==> src/rtl/cmf_pkg.sv <==
package cmf_pkg;

    typedef enum logic [1:0] {
        MAP_DIRECT = 2'd0,
        MAP_DATA   = 2'd1,
        MAP_CMD    = 2'd2,
        MAP_REG    = 2'd3
    } map_e;

    typedef enum logic [1:0] {
        FSM_IDLE       = 2'd0,
        FSM_PROG_WAIT  = 2'd1,
        FSM_ERASE_WAIT = 2'd2
    } fsm_e;

    typedef enum logic [1:0] {
        RNG_NONE   = 2'd0,
        RNG_LOCK   = 2'd1,
        RNG_UNLOCK = 2'd2
    } rng_e;

    localparam logic [7:0] OPC_ERASE      = 8'h03;
    localparam logic [7:0] OPC_UNLK_FIRST = 8'h08;
    localparam logic [7:0] OPC_UNLK_LAST  = 8'h09;
    localparam logic [7:0] OPC_LOCK_FIRST = 8'h0A;
    localparam logic [7:0] OPC_LOCK_LAST  = 8'h0B;
    localparam logic [7:0] OPC_UNLK_EVERY = 8'h0E;

    localparam int SB_LOAD   = 0;
    localparam int SB_PROG   = 1;
    localparam int SB_ERASE  = 2;
    localparam int SB_BLOCK  = 3;
    localparam int SB_LOCKED = 4;
    localparam int STAT_W    = 5;

    localparam int RW_STATUS = 0;
    localparam int RW_ACK    = 1;
    localparam int RW_SPARE  = 2;

endpackage

==> src/rtl/cmf_addr_split.sv <==
module cmf_addr_split
    import cmf_pkg::*;
#(
    parameter int LAYOUT = 0,
    parameter int BLK_W  = 2,
    parameter int PG_W   = 1
) (
    input  logic [25:0]      addr,
    output map_e             map,
    output logic [BLK_W-1:0] blk,
    output logic [PG_W-1:0]  pg,
    output logic [22:0]      direct_word,
    output logic [21:0]      reg_word
);
    assign map         = map_e'(addr[25:24]);
    assign direct_word = addr[23:1];
    assign reg_word    = addr[23:2];

    generate
        if (LAYOUT == 0) begin : g_wide
            localparam int BLK_SH = 12;
            localparam int PG_SH  = 6;
            assign blk = addr[BLK_SH +: BLK_W];
            assign pg  = addr[PG_SH +: PG_W];
        end else begin : g_narrow
            localparam int BLK_SH = 10;
            localparam int PG_SH  = 4;
            assign blk = addr[BLK_SH +: BLK_W];
            assign pg  = addr[PG_SH +: PG_W];
        end
    endgenerate

endmodule

==> src/rtl/cmf_lock_table.sv <==
module cmf_lock_table
    import cmf_pkg::*;
#(
    parameter int BLOCKS = 4,
    parameter int BLK_W  = 2
) (
    input  logic              clk,
    input  logic              rst,
    input  logic              cmd_en,
    input  logic [7:0]        cmd_code,
    input  logic [BLK_W-1:0]  cmd_blk,
    output logic [BLOCKS-1:0] locked,
    output logic              range_done
);
    logic [BLOCKS-1:0] locked_q;
    rng_e              pend_q;
    logic [BLK_W-1:0]  start_q;
    logic              end_ok;

    assign locked = locked_q;

    always_comb begin
        end_ok = cmd_en &&
                 (((cmd_code == OPC_UNLK_LAST) && (pend_q == RNG_UNLOCK)) ||
                  ((cmd_code == OPC_LOCK_LAST) && (pend_q == RNG_LOCK)));
        range_done = end_ok || (cmd_en && (cmd_code == OPC_UNLK_EVERY));
    end

    always_ff @(posedge clk) begin
        if (rst) begin
            locked_q <= '1;
            pend_q   <= RNG_NONE;
            start_q  <= '0;
        end else if (cmd_en) begin
            case (cmd_code)
                OPC_LOCK_FIRST: begin
                    pend_q  <= RNG_LOCK;
                    start_q <= cmd_blk;
                end
                OPC_UNLK_FIRST: begin
                    pend_q  <= RNG_UNLOCK;
                    start_q <= cmd_blk;
                end
                OPC_LOCK_LAST, OPC_UNLK_LAST: begin
                    if (end_ok) begin
                        for (int b = 0; b < BLOCKS; b++) begin
                            if ((b >= int'(start_q)) && (b <= int'(cmd_blk)))
                                locked_q[b] <= (cmd_code == OPC_LOCK_LAST);
                        end
                    end
                    pend_q <= RNG_NONE;
                end
                OPC_UNLK_EVERY: begin
                    locked_q <= '0;
                    pend_q   <= RNG_NONE;
                end
                default: ;
            endcase
        end
    end

    // unlock-all clears the whole table on the next cycle
    p_unlock_all_r8: assert property (@(posedge clk) disable iff (rst)
        (cmd_en && (cmd_code == OPC_UNLK_EVERY)) |=> (locked_q == '0));

    // a completed lock range covers its own end block
    p_lock_range_end_r7: assert property (@(posedge clk) disable iff (rst)
        (cmd_en && (cmd_code == OPC_LOCK_LAST) && (pend_q == RNG_LOCK) && (start_q <= cmd_blk))
        |=> locked_q[$past(cmd_blk)]);

endmodule

==> src/rtl/cmf_array.sv <==
module cmf_array #(
    parameter int DEPTH     = 48,
    parameter int BLK_WORDS = 12,
    parameter int IDX_W     = 6,
    parameter int BLK_W     = 2
) (
    input  logic             clk,
    input  logic             rst,
    input  logic             we,
    input  logic [IDX_W-1:0] widx,
    input  logic [31:0]      wdata,
    input  logic             erase_en,
    input  logic [BLK_W-1:0] erase_blk,
    input  logic [IDX_W-1:0] ridx,
    output logic [31:0]      rdata
);
    logic [31:0] mem [DEPTH];

    assign rdata = (int'(ridx) < DEPTH) ? mem[ridx] : '0;

    always_ff @(posedge clk) begin
        if (rst) begin
            for (int i = 0; i < DEPTH; i++) mem[i] <= '1;
        end else begin
            if (erase_en) begin
                for (int i = 0; i < DEPTH; i++) begin
                    if ((i / BLK_WORDS) == int'(erase_blk)) mem[i] <= '1;
                end
            end
            if (we && (int'(widx) < DEPTH)) mem[widx] <= wdata;
        end
    end

    // first and last word of an erased block are blank afterwards
    p_erase_blank_r6: assert property (@(posedge clk) disable iff (rst)
        (erase_en && !we) |=> ((mem[int'($past(erase_blk)) * BLK_WORDS] == '1) &&
                               (mem[int'($past(erase_blk)) * BLK_WORDS + BLK_WORDS - 1] == '1)));

endmodule

==> src/rtl/cmdmap_flash_front.sv <==
module cmdmap_flash_front
    import cmf_pkg::*;
#(
    parameter int LAYOUT      = 0,
    parameter int BLOCKS      = 4,
    parameter int PAGES       = 2,
    parameter int MAIN_WORDS  = 4,
    parameter int SPARE_WORDS = 2,
    parameter int OP_CYCLES   = 6
) (
    input  logic        clk,
    input  logic        rst,
    input  logic        req_valid,
    input  logic        req_write,
    input  logic [25:0] req_addr,
    input  logic [31:0] req_wdata,
    output logic        req_ready,
    output logic        rsp_valid,
    output logic [31:0] rsp_data,
    output logic        irq
);
    localparam int BLK_W      = (BLOCKS > 1) ? $clog2(BLOCKS) : 1;
    localparam int PG_W       = (PAGES > 1) ? $clog2(PAGES) : 1;
    localparam int PAGE_WORDS = MAIN_WORDS + SPARE_WORDS;
    localparam int BLK_WORDS  = PAGES * PAGE_WORDS;
    localparam int DEPTH      = BLOCKS * BLK_WORDS;
    localparam int IDX_W      = $clog2(DEPTH);
    localparam int PTR_W      = (PAGE_WORDS > 1) ? $clog2(PAGE_WORDS) : 1;
    localparam int CNT_W      = $clog2(OP_CYCLES + 1);

    fsm_e state_q, state_d;
    logic [CNT_W-1:0] cnt_q;

    map_e             map;
    logic [BLK_W-1:0] blk;
    logic [PG_W-1:0]  pg;
    logic [22:0]      direct_word;
    logic [21:0]      reg_word;

    logic [STAT_W-1:0] status_q, st_set, st_clr;
    logic              spare_q;
    logic [PTR_W-1:0]  ptr_q, cur_ptr;
    logic [BLK_W-1:0]  last_blk_q, op_blk_q;
    logic [PG_W-1:0]   last_pg_q;
    logic              ptr_vld_q;

    logic              acc, is_data, is_cmd, data_ok, blk_locked, last_word;
    logic              erase_req, op_last, dir_in_range;
    logic [BLOCKS-1:0] locked;
    logic              range_done;
    logic              mem_we, erase_en;
    logic [IDX_W-1:0]  data_idx, mem_idx;
    logic [31:0]       mem_rdata, rd_val;
    logic [PTR_W-1:0]  limit_m1;

    cmf_addr_split #(.LAYOUT(LAYOUT), .BLK_W(BLK_W), .PG_W(PG_W)) u_split (
        .addr(req_addr), .map(map), .blk(blk), .pg(pg),
        .direct_word(direct_word), .reg_word(reg_word)
    );

    cmf_lock_table #(.BLOCKS(BLOCKS), .BLK_W(BLK_W)) u_locks (
        .clk(clk), .rst(rst),
        .cmd_en(is_cmd && (req_wdata[7:0] != OPC_ERASE)),
        .cmd_code(req_wdata[7:0]), .cmd_blk(blk),
        .locked(locked), .range_done(range_done)
    );

    cmf_array #(.DEPTH(DEPTH), .BLK_WORDS(BLK_WORDS), .IDX_W(IDX_W), .BLK_W(BLK_W)) u_array (
        .clk(clk), .rst(rst),
        .we(mem_we), .widx(mem_idx), .wdata(req_wdata),
        .erase_en(erase_en), .erase_blk(op_blk_q),
        .ridx(mem_idx), .rdata(mem_rdata)
    );

    // Request decode
    always_comb begin
        req_ready  = (state_q == FSM_IDLE);
        acc        = req_valid && req_ready;
        is_data    = acc && (map == MAP_DATA);
        is_cmd     = acc && (map == MAP_CMD) && req_write;
        blk_locked = locked[blk];
        data_ok    = is_data && !blk_locked;
        erase_req  = is_cmd && (req_wdata[7:0] == OPC_ERASE);
        cur_ptr    = (ptr_vld_q && (blk == last_blk_q) && (pg == last_pg_q)) ? ptr_q : '0;
        limit_m1   = spare_q ? PTR_W'(PAGE_WORDS - 1) : PTR_W'(MAIN_WORDS - 1);
        last_word  = (cur_ptr >= limit_m1);
        data_idx   = IDX_W'((int'(blk) * PAGES + int'(pg)) * PAGE_WORDS + int'(cur_ptr));
        dir_in_range = (direct_word < 23'(DEPTH));
        mem_idx    = (map == MAP_DATA) ? data_idx : direct_word[IDX_W-1:0];
        op_last    = (cnt_q == CNT_W'(OP_CYCLES - 1));
    end

    // Next-state process
    always_comb begin
        state_d = state_q;
        unique case (state_q)
            FSM_IDLE: begin
                if (data_ok && req_write && last_word) state_d = FSM_PROG_WAIT;
                else if (erase_req && !blk_locked)     state_d = FSM_ERASE_WAIT;
            end
            FSM_PROG_WAIT, FSM_ERASE_WAIT: begin
                if (op_last) state_d = FSM_IDLE;
            end
            default: state_d = FSM_IDLE;
        endcase
    end

    // State register
    always_ff @(posedge clk) begin
        if (rst) begin
            state_q <= FSM_IDLE;
            cnt_q   <= '0;
        end else begin
            state_q <= state_d;
            cnt_q   <= (state_q != FSM_IDLE && !op_last) ? cnt_q + 1'b1 : '0;
        end
    end

    // Output and datapath controls
    always_comb begin
        mem_we   = (data_ok && req_write) ||
                   (acc && (map == MAP_DIRECT) && req_write && dir_in_range);
        erase_en = (state_q == FSM_ERASE_WAIT) && op_last;
        st_set   = '0;
        st_clr   = '0;
        if ((is_data || erase_req) && blk_locked) st_set[SB_LOCKED] = 1'b1;
        if (data_ok && !req_write && last_word) begin
            st_set[SB_LOAD]  = 1'b1;
            st_set[SB_BLOCK] = 1'b1;
        end
        if (range_done) st_set[SB_BLOCK] = 1'b1;
        if (op_last) begin
            unique case (state_q)
                FSM_PROG_WAIT:  begin st_set[SB_PROG]  = 1'b1; st_set[SB_BLOCK] = 1'b1; end
                FSM_ERASE_WAIT: begin st_set[SB_ERASE] = 1'b1; st_set[SB_BLOCK] = 1'b1; end
                default: ;
            endcase
        end
        if (acc && req_write && (map == MAP_REG) && (reg_word == 22'(RW_ACK)))
            st_clr = req_wdata[STAT_W-1:0];
        rd_val = '0;
        unique case (map)
            MAP_DIRECT: rd_val = dir_in_range ? mem_rdata : '0;
            MAP_DATA:   rd_val = blk_locked ? '0 : mem_rdata;
            MAP_CMD:    rd_val = '0;
            MAP_REG: begin
                if (reg_word == 22'(RW_STATUS))     rd_val = 32'(status_q);
                else if (reg_word == 22'(RW_SPARE)) rd_val = 32'(spare_q);
            end
            default: ;
        endcase
        irq = |status_q;
    end

    always_ff @(posedge clk) begin
        if (rst) begin
            status_q   <= '0;
            spare_q    <= 1'b0;
            ptr_q      <= '0;
            ptr_vld_q  <= 1'b0;
            last_blk_q <= '0;
            last_pg_q  <= '0;
            op_blk_q   <= '0;
            rsp_valid  <= 1'b0;
            rsp_data   <= '0;
        end else begin
            status_q  <= (status_q & ~st_clr) | st_set;
            rsp_valid <= acc && !req_write;
            if (acc && !req_write) rsp_data <= rd_val;
            if (acc && req_write && (map == MAP_REG) && (reg_word == 22'(RW_SPARE)))
                spare_q <= req_wdata[0];
            if (data_ok) begin
                ptr_q      <= last_word ? '0 : cur_ptr + 1'b1;
                ptr_vld_q  <= 1'b1;
                last_blk_q <= blk;
                last_pg_q  <= pg;
            end
            if (erase_req) op_blk_q <= blk;
        end
    end

    // no response follows a cycle in which requests were refused
    p_stall_no_rsp_r11: assert property (@(posedge clk) disable iff (rst)
        !req_ready |=> !rsp_valid);

    // acknowledging every bit leaves the status register empty
    p_ack_all_clears_r10: assert property (@(posedge clk) disable iff (rst)
        (acc && req_write && (map == MAP_REG) && (reg_word == 22'(RW_ACK)) &&
         (req_wdata[STAT_W-1:0] == '1)) |=> (status_q == '0));

    // a data access to a locked block raises the locked flag
    p_locked_flag_r9: assert property (@(posedge clk) disable iff (rst)
        (req_valid && req_ready && (map == MAP_DATA) && locked[blk]) |=> status_q[SB_LOCKED]);

    // a program wait always ends with the program-done bit
    p_prog_done_r5: assert property (@(posedge clk) disable iff (rst)
        ((state_q == FSM_PROG_WAIT) && (state_d == FSM_IDLE)) |=> status_q[SB_PROG]);

endmodule

==> config.mk <==
export PLATFORM = sky130hd
export DESIGN_NAME = cmdmap_flash_front
export DESIGN_NICKNAME = d
export VERILOG_FILES = /design/src/rtl/cmf_pkg.sv /design/src/rtl/cmf_addr_split.sv /design/src/rtl/cmf_lock_table.sv /design/src/rtl/cmf_array.sv /design/src/rtl/cmdmap_flash_front.sv
export SDC_FILE = /design/constraint.sdc
export NUM_CORES = 2
export LEC_CHECK = 0
export BUFFER_PORTS_ARGS = -buffer_cell sky130_fd_sc_hd__buf_2
export CORE_MARGIN = 3
export CORE_UTILIZATION = 62
export CTS_CLUSTER_SIZE = 10
export DETAILED_ROUTE_END_ITERATION = 12
export GPL_ROUTABILITY_DRIVEN = 1
export MAX_ROUTING_LAYER = met4
export PLACE_DENSITY = 0.79
export SLEW_MARGIN = 20
export SYNTH_ARGS = -nofsm -noshare
export SYNTH_HDL_FRONTEND = slang
export SYNTH_SLANG_ARGS = --single-unit
==> constraint.sdc <==
create_clock -name clk -period 6.4 [get_ports clk]
set_input_delay 0.32 -clock clk [delete_from_list [all_inputs] [get_ports clk]]
set_output_delay 0.32 -clock clk [all_outputs]
set_load 0.01 [all_outputs]
==> summary.md <==
| Metric | Value |
|---|---|
| Total GRT Usage | `40.3%` |
| # hold bufs at CTS | `9` |
| Worst EP arrival | `a little under 6 ns` |
| Yosys Warn Count | `0` |
| Average size of a mapped cell | `11.3 um2` |
| Wire per inst | `~31 um` |
| First-pass GRT wire length | `364 mm` |
| Synth cell count leaders | `1536 x edfxtp_1, 1207 x nand2_1, 977 x or3_1` |
| Synth top area cells | `edfxtp_1 62%, or3_1 8.2%, nand2_1 6.1%` |
| Clock Sinks | `1597` |
| Post-synthesis simple-gate area fraction | `22.5%` |
| Cell Area, Synth | `74900 um2` |
| Finished Cell Area | `82500 um2` |
| Syn_nets | `roughly 6700` |
| Wire length on met1 | `82.7 mm` |
| Synth area leader | `edfxtp_1` |
| Power Dens Cells | `278 nW/um2` |
| Clk root buf | `clkbuf_16` |
| Post-synth EDFFs | `1536` |
| Max layer used | `met4` |
| Critical Path Start Type | `register` |
| Clk pwr share | `40.4%` |
| I/O Buffers | `95` |
| RSZ-0062 raised after global routing | `false` |
| CP max FO | `78` |
| Starting Density | `between 60 and 70%` |
| DR vias | `58400` |
| Die width | `354 um` |
| P&R area growth vs syn | `10.2%` |
| DRT antenna net count | `0` |
| Logic pwr share | `9.8%` |
| Clk pin slew, worst setup/hold paths | `around 0.060 ns` |
| Vias in the first global route | `56000` |
| Met2 WL post-DR | `~110 mm` |
| Area fraction of the dominant cell type after synthesis | `61.6%` |
| Worst Skew | `0.0402 ns` |
| Synth unique cells | `86` |
| CTS Buf Count | `179` |
| WL met3 | `39.1 mm` |
| Seq/Total Area, Yosys | `a little over three fifths` |
| Worst Setup End Kind | `register` |
| Switch Pwr | `5.82 mW` |
| Status | `complete, no violations` |
| Initial antenna violation count | `7` |
| Fin util | `69.4%` |
| Synth Register Bits | `between 1500 and 2000` |
| Row count | `126` |
| GRT Residual Overflow | `0` |
| Final Setup Violations | `0` |
| FILL cells | `8051` |
| Post_cts resized | `0` |
| Least-Margin Pin Slew | `1.16 ns` |
| Max Freq | `0.198 GHz` |
| Max Cap Violations | `0` |
| Synthesized instance count | `6599` |
| CP max stage delay | `1.04 ns` |
| Seq pwr share | `49.7%` |
| CP Class | `reg2reg` |
| Net Sw Frac | `between 20 and 30%` |
| Setup slack after placement | `1.34 ns` |
| Area share of fa/ha/maj cells after synthesis | `0.244%` |
| Pwr Total | `23.0 mW` |
| Largest family of logic cells by synthesized area | `simple AND/OR/NAND/NOR gates` |
| Synth Area in XOR/XNOR | `0.102%` |
| Routed WL | `approximately 250 mm` |
| Layout cells sized above 1 | `14.2%` |
| Post-synth ARST share | `0%` |
| Bufs and invs on worst path | `1` |
| Top delay family on crit path | `compound AO/OA/AOI/OAI gates` |
| Crit-path slowest cell | `a2111oi_0` |
| Mux cell area share after synthesis | `1.07%` |
| Worst hold path class | `in2reg` |
| Top_reg_cell synth | `edfxtp_1` |
| Internal power | `17.1 mW` |
| I/O pin total | `97` |
| CTS tree | `done` |
| Post-CTS Repair Setup Buffers | `0` |
| Req. time, crit path | `between 7 and 8 ns` |
| Minimum clock period | `5.04 ns` |
| Relative slew slack | `20.7%` |
| Hold Vio Cnt, Final | `0` |
| Chip height | `354 um` |
| GPL Wtd Cong | `0.917` |
| R2R Setup Slk | `1.36 ns` |
| Cell area after placement | `77300 um2` |
| Leak | `about 23 nW` |
| Initial drt markers | `10700` |
| Peak VDD IR | `323 uV` |
| DR vias/cell | `7.26` |
| Post-DP HPWL | `137 mm` |
| Tcrit/Tclk final | `78.8%` |
| Post-route DRC | `0` |
| Clock Path Buffers | `3` |
| First-pass DRT Iterations | `8` |
| Synth Area in Compound Gates | `8.48%` |
| Worst path cell trace | `xor2_2 > or4b_4 > nor2_1 > xnor2_1 > ha_1 > nand3b_1 > o211ai_1 > o21ai_0 > o311ai_4 > nand3_4 > buf_4 > nor3_1 > a2111oi_0 > a32o_1` |
| Die area | `125000 um2` |
| Most numerous cell in the Yosys netlist | `edfxtp_1` |
| Final worst setup slack | `1.36 ns` |
| Pin count of the biggest net entering global routing | `about 160` |
| Total core area | `119000 um2` |
| Total Neg Setup Slack | `0 ns` |
| H-tree depth | `4` |
| Max Slew Vio Count | `0` |
| Nets@finish | `approximately 6400` |
| Worst skew pair latency | `around 0.80 ns` |
-- metrics by stage --
step	instances	hold WS (ns)
final	8047	0.0848
after global routing	8043	0.126
after CTS	8038	0.0470
after detailed placement	7745	0.452
after global placement	7745	0.446
after floorplan	6599	0.433
-- power by group through the flow --
stage	Sequential (mW)	Clock (mW)	Combinational, mW
final	11.4	9.28	2.26
after global routing	11.4	9.67	2.32
after CTS	11.4	9.24	2.17
after detailed placement	11.6	0	2.15
after global placement	11.6	0	2.11
after floorplan	11.7	0	1.23
-- worst min-delay path, delay by kind of cell --
family	cells	cell delay, ns
AOI/OAI and AO/OA	2	0.16
buffers and inverters	1	0.10
and+or+nand+nor	2	0.23
-- worst paths after layout --
check                             start                   endpoint  cells past startpoint
min reg2reg   rsp_data[26]$_SDFFE_PP0P_  rsp_data[26]$_SDFFE_PP0P_                      1
max          last_blk_q[0]$_SDFFE_PP0P_  rsp_data[22]$_SDFFE_PP0P_                     14
min                           req_valid     status_q[4]$_SDFF_PP0_                      5
max reg2reg  last_blk_q[0]$_SDFFE_PP0P_  rsp_data[22]$_SDFFE_PP0P_                     14
-- kinds of logic after synthesis --
| kind of cell | after synthesis |
|---|---|
| adders and majority gates | 14 |
| DFF | 1597 |
| and+or+nand+nor | 3273 |
| buffers and inverters | 800 |
| xor gates and xnor gates | 7 |
| AOI/OAI and AO/OA | 838 |
| muxes | 70 |
-- cell type report --
class	instances	area (um2)	area share, %
well taps	1600	2000	2.43
clock inverters	18	250	0.303
multi-input cells	4202	25000	30.3
diodes	9	22.5	0.0273
flip-flops and latches	1597	47300	57.4
repair buffers	334	2970	3.60
clock buffers	266	4840	5.86
inverters	21	78.8	0.0956
-- state kept, by name, indices dropped and copies added, names as in the netlist, 3 cells and up --
register        count
u_array.mem      1536
rsp_data           32
status_q            5
cnt_q               3
ptr_q               3
u_locks.locked      4
-- routing by layer --
layer  vias up  track usage (%)
met5         -                -
met4         0             25.3
met3      1080             10.2
met2      5484             57.4
met1     27900             52.0
li1      23900                -
-- placed cells by master, fill, tap and decap left out, types with 66 or more instances in the layout --
cell type	n
a21oi_1	66
buf_2	95
edfxtp_1	1536
buf_4	176
a221oi_1	96
and3_1	237
nand2_1	1195
clkbuf_1	85
nor2_1	73
a311oi_1	174
a211oi_1	137
clkbuf_16	180
or3_1	977
nand3_1	321
or2_2	268
a31oi_1	111
(Power assumes the default switching activity.)
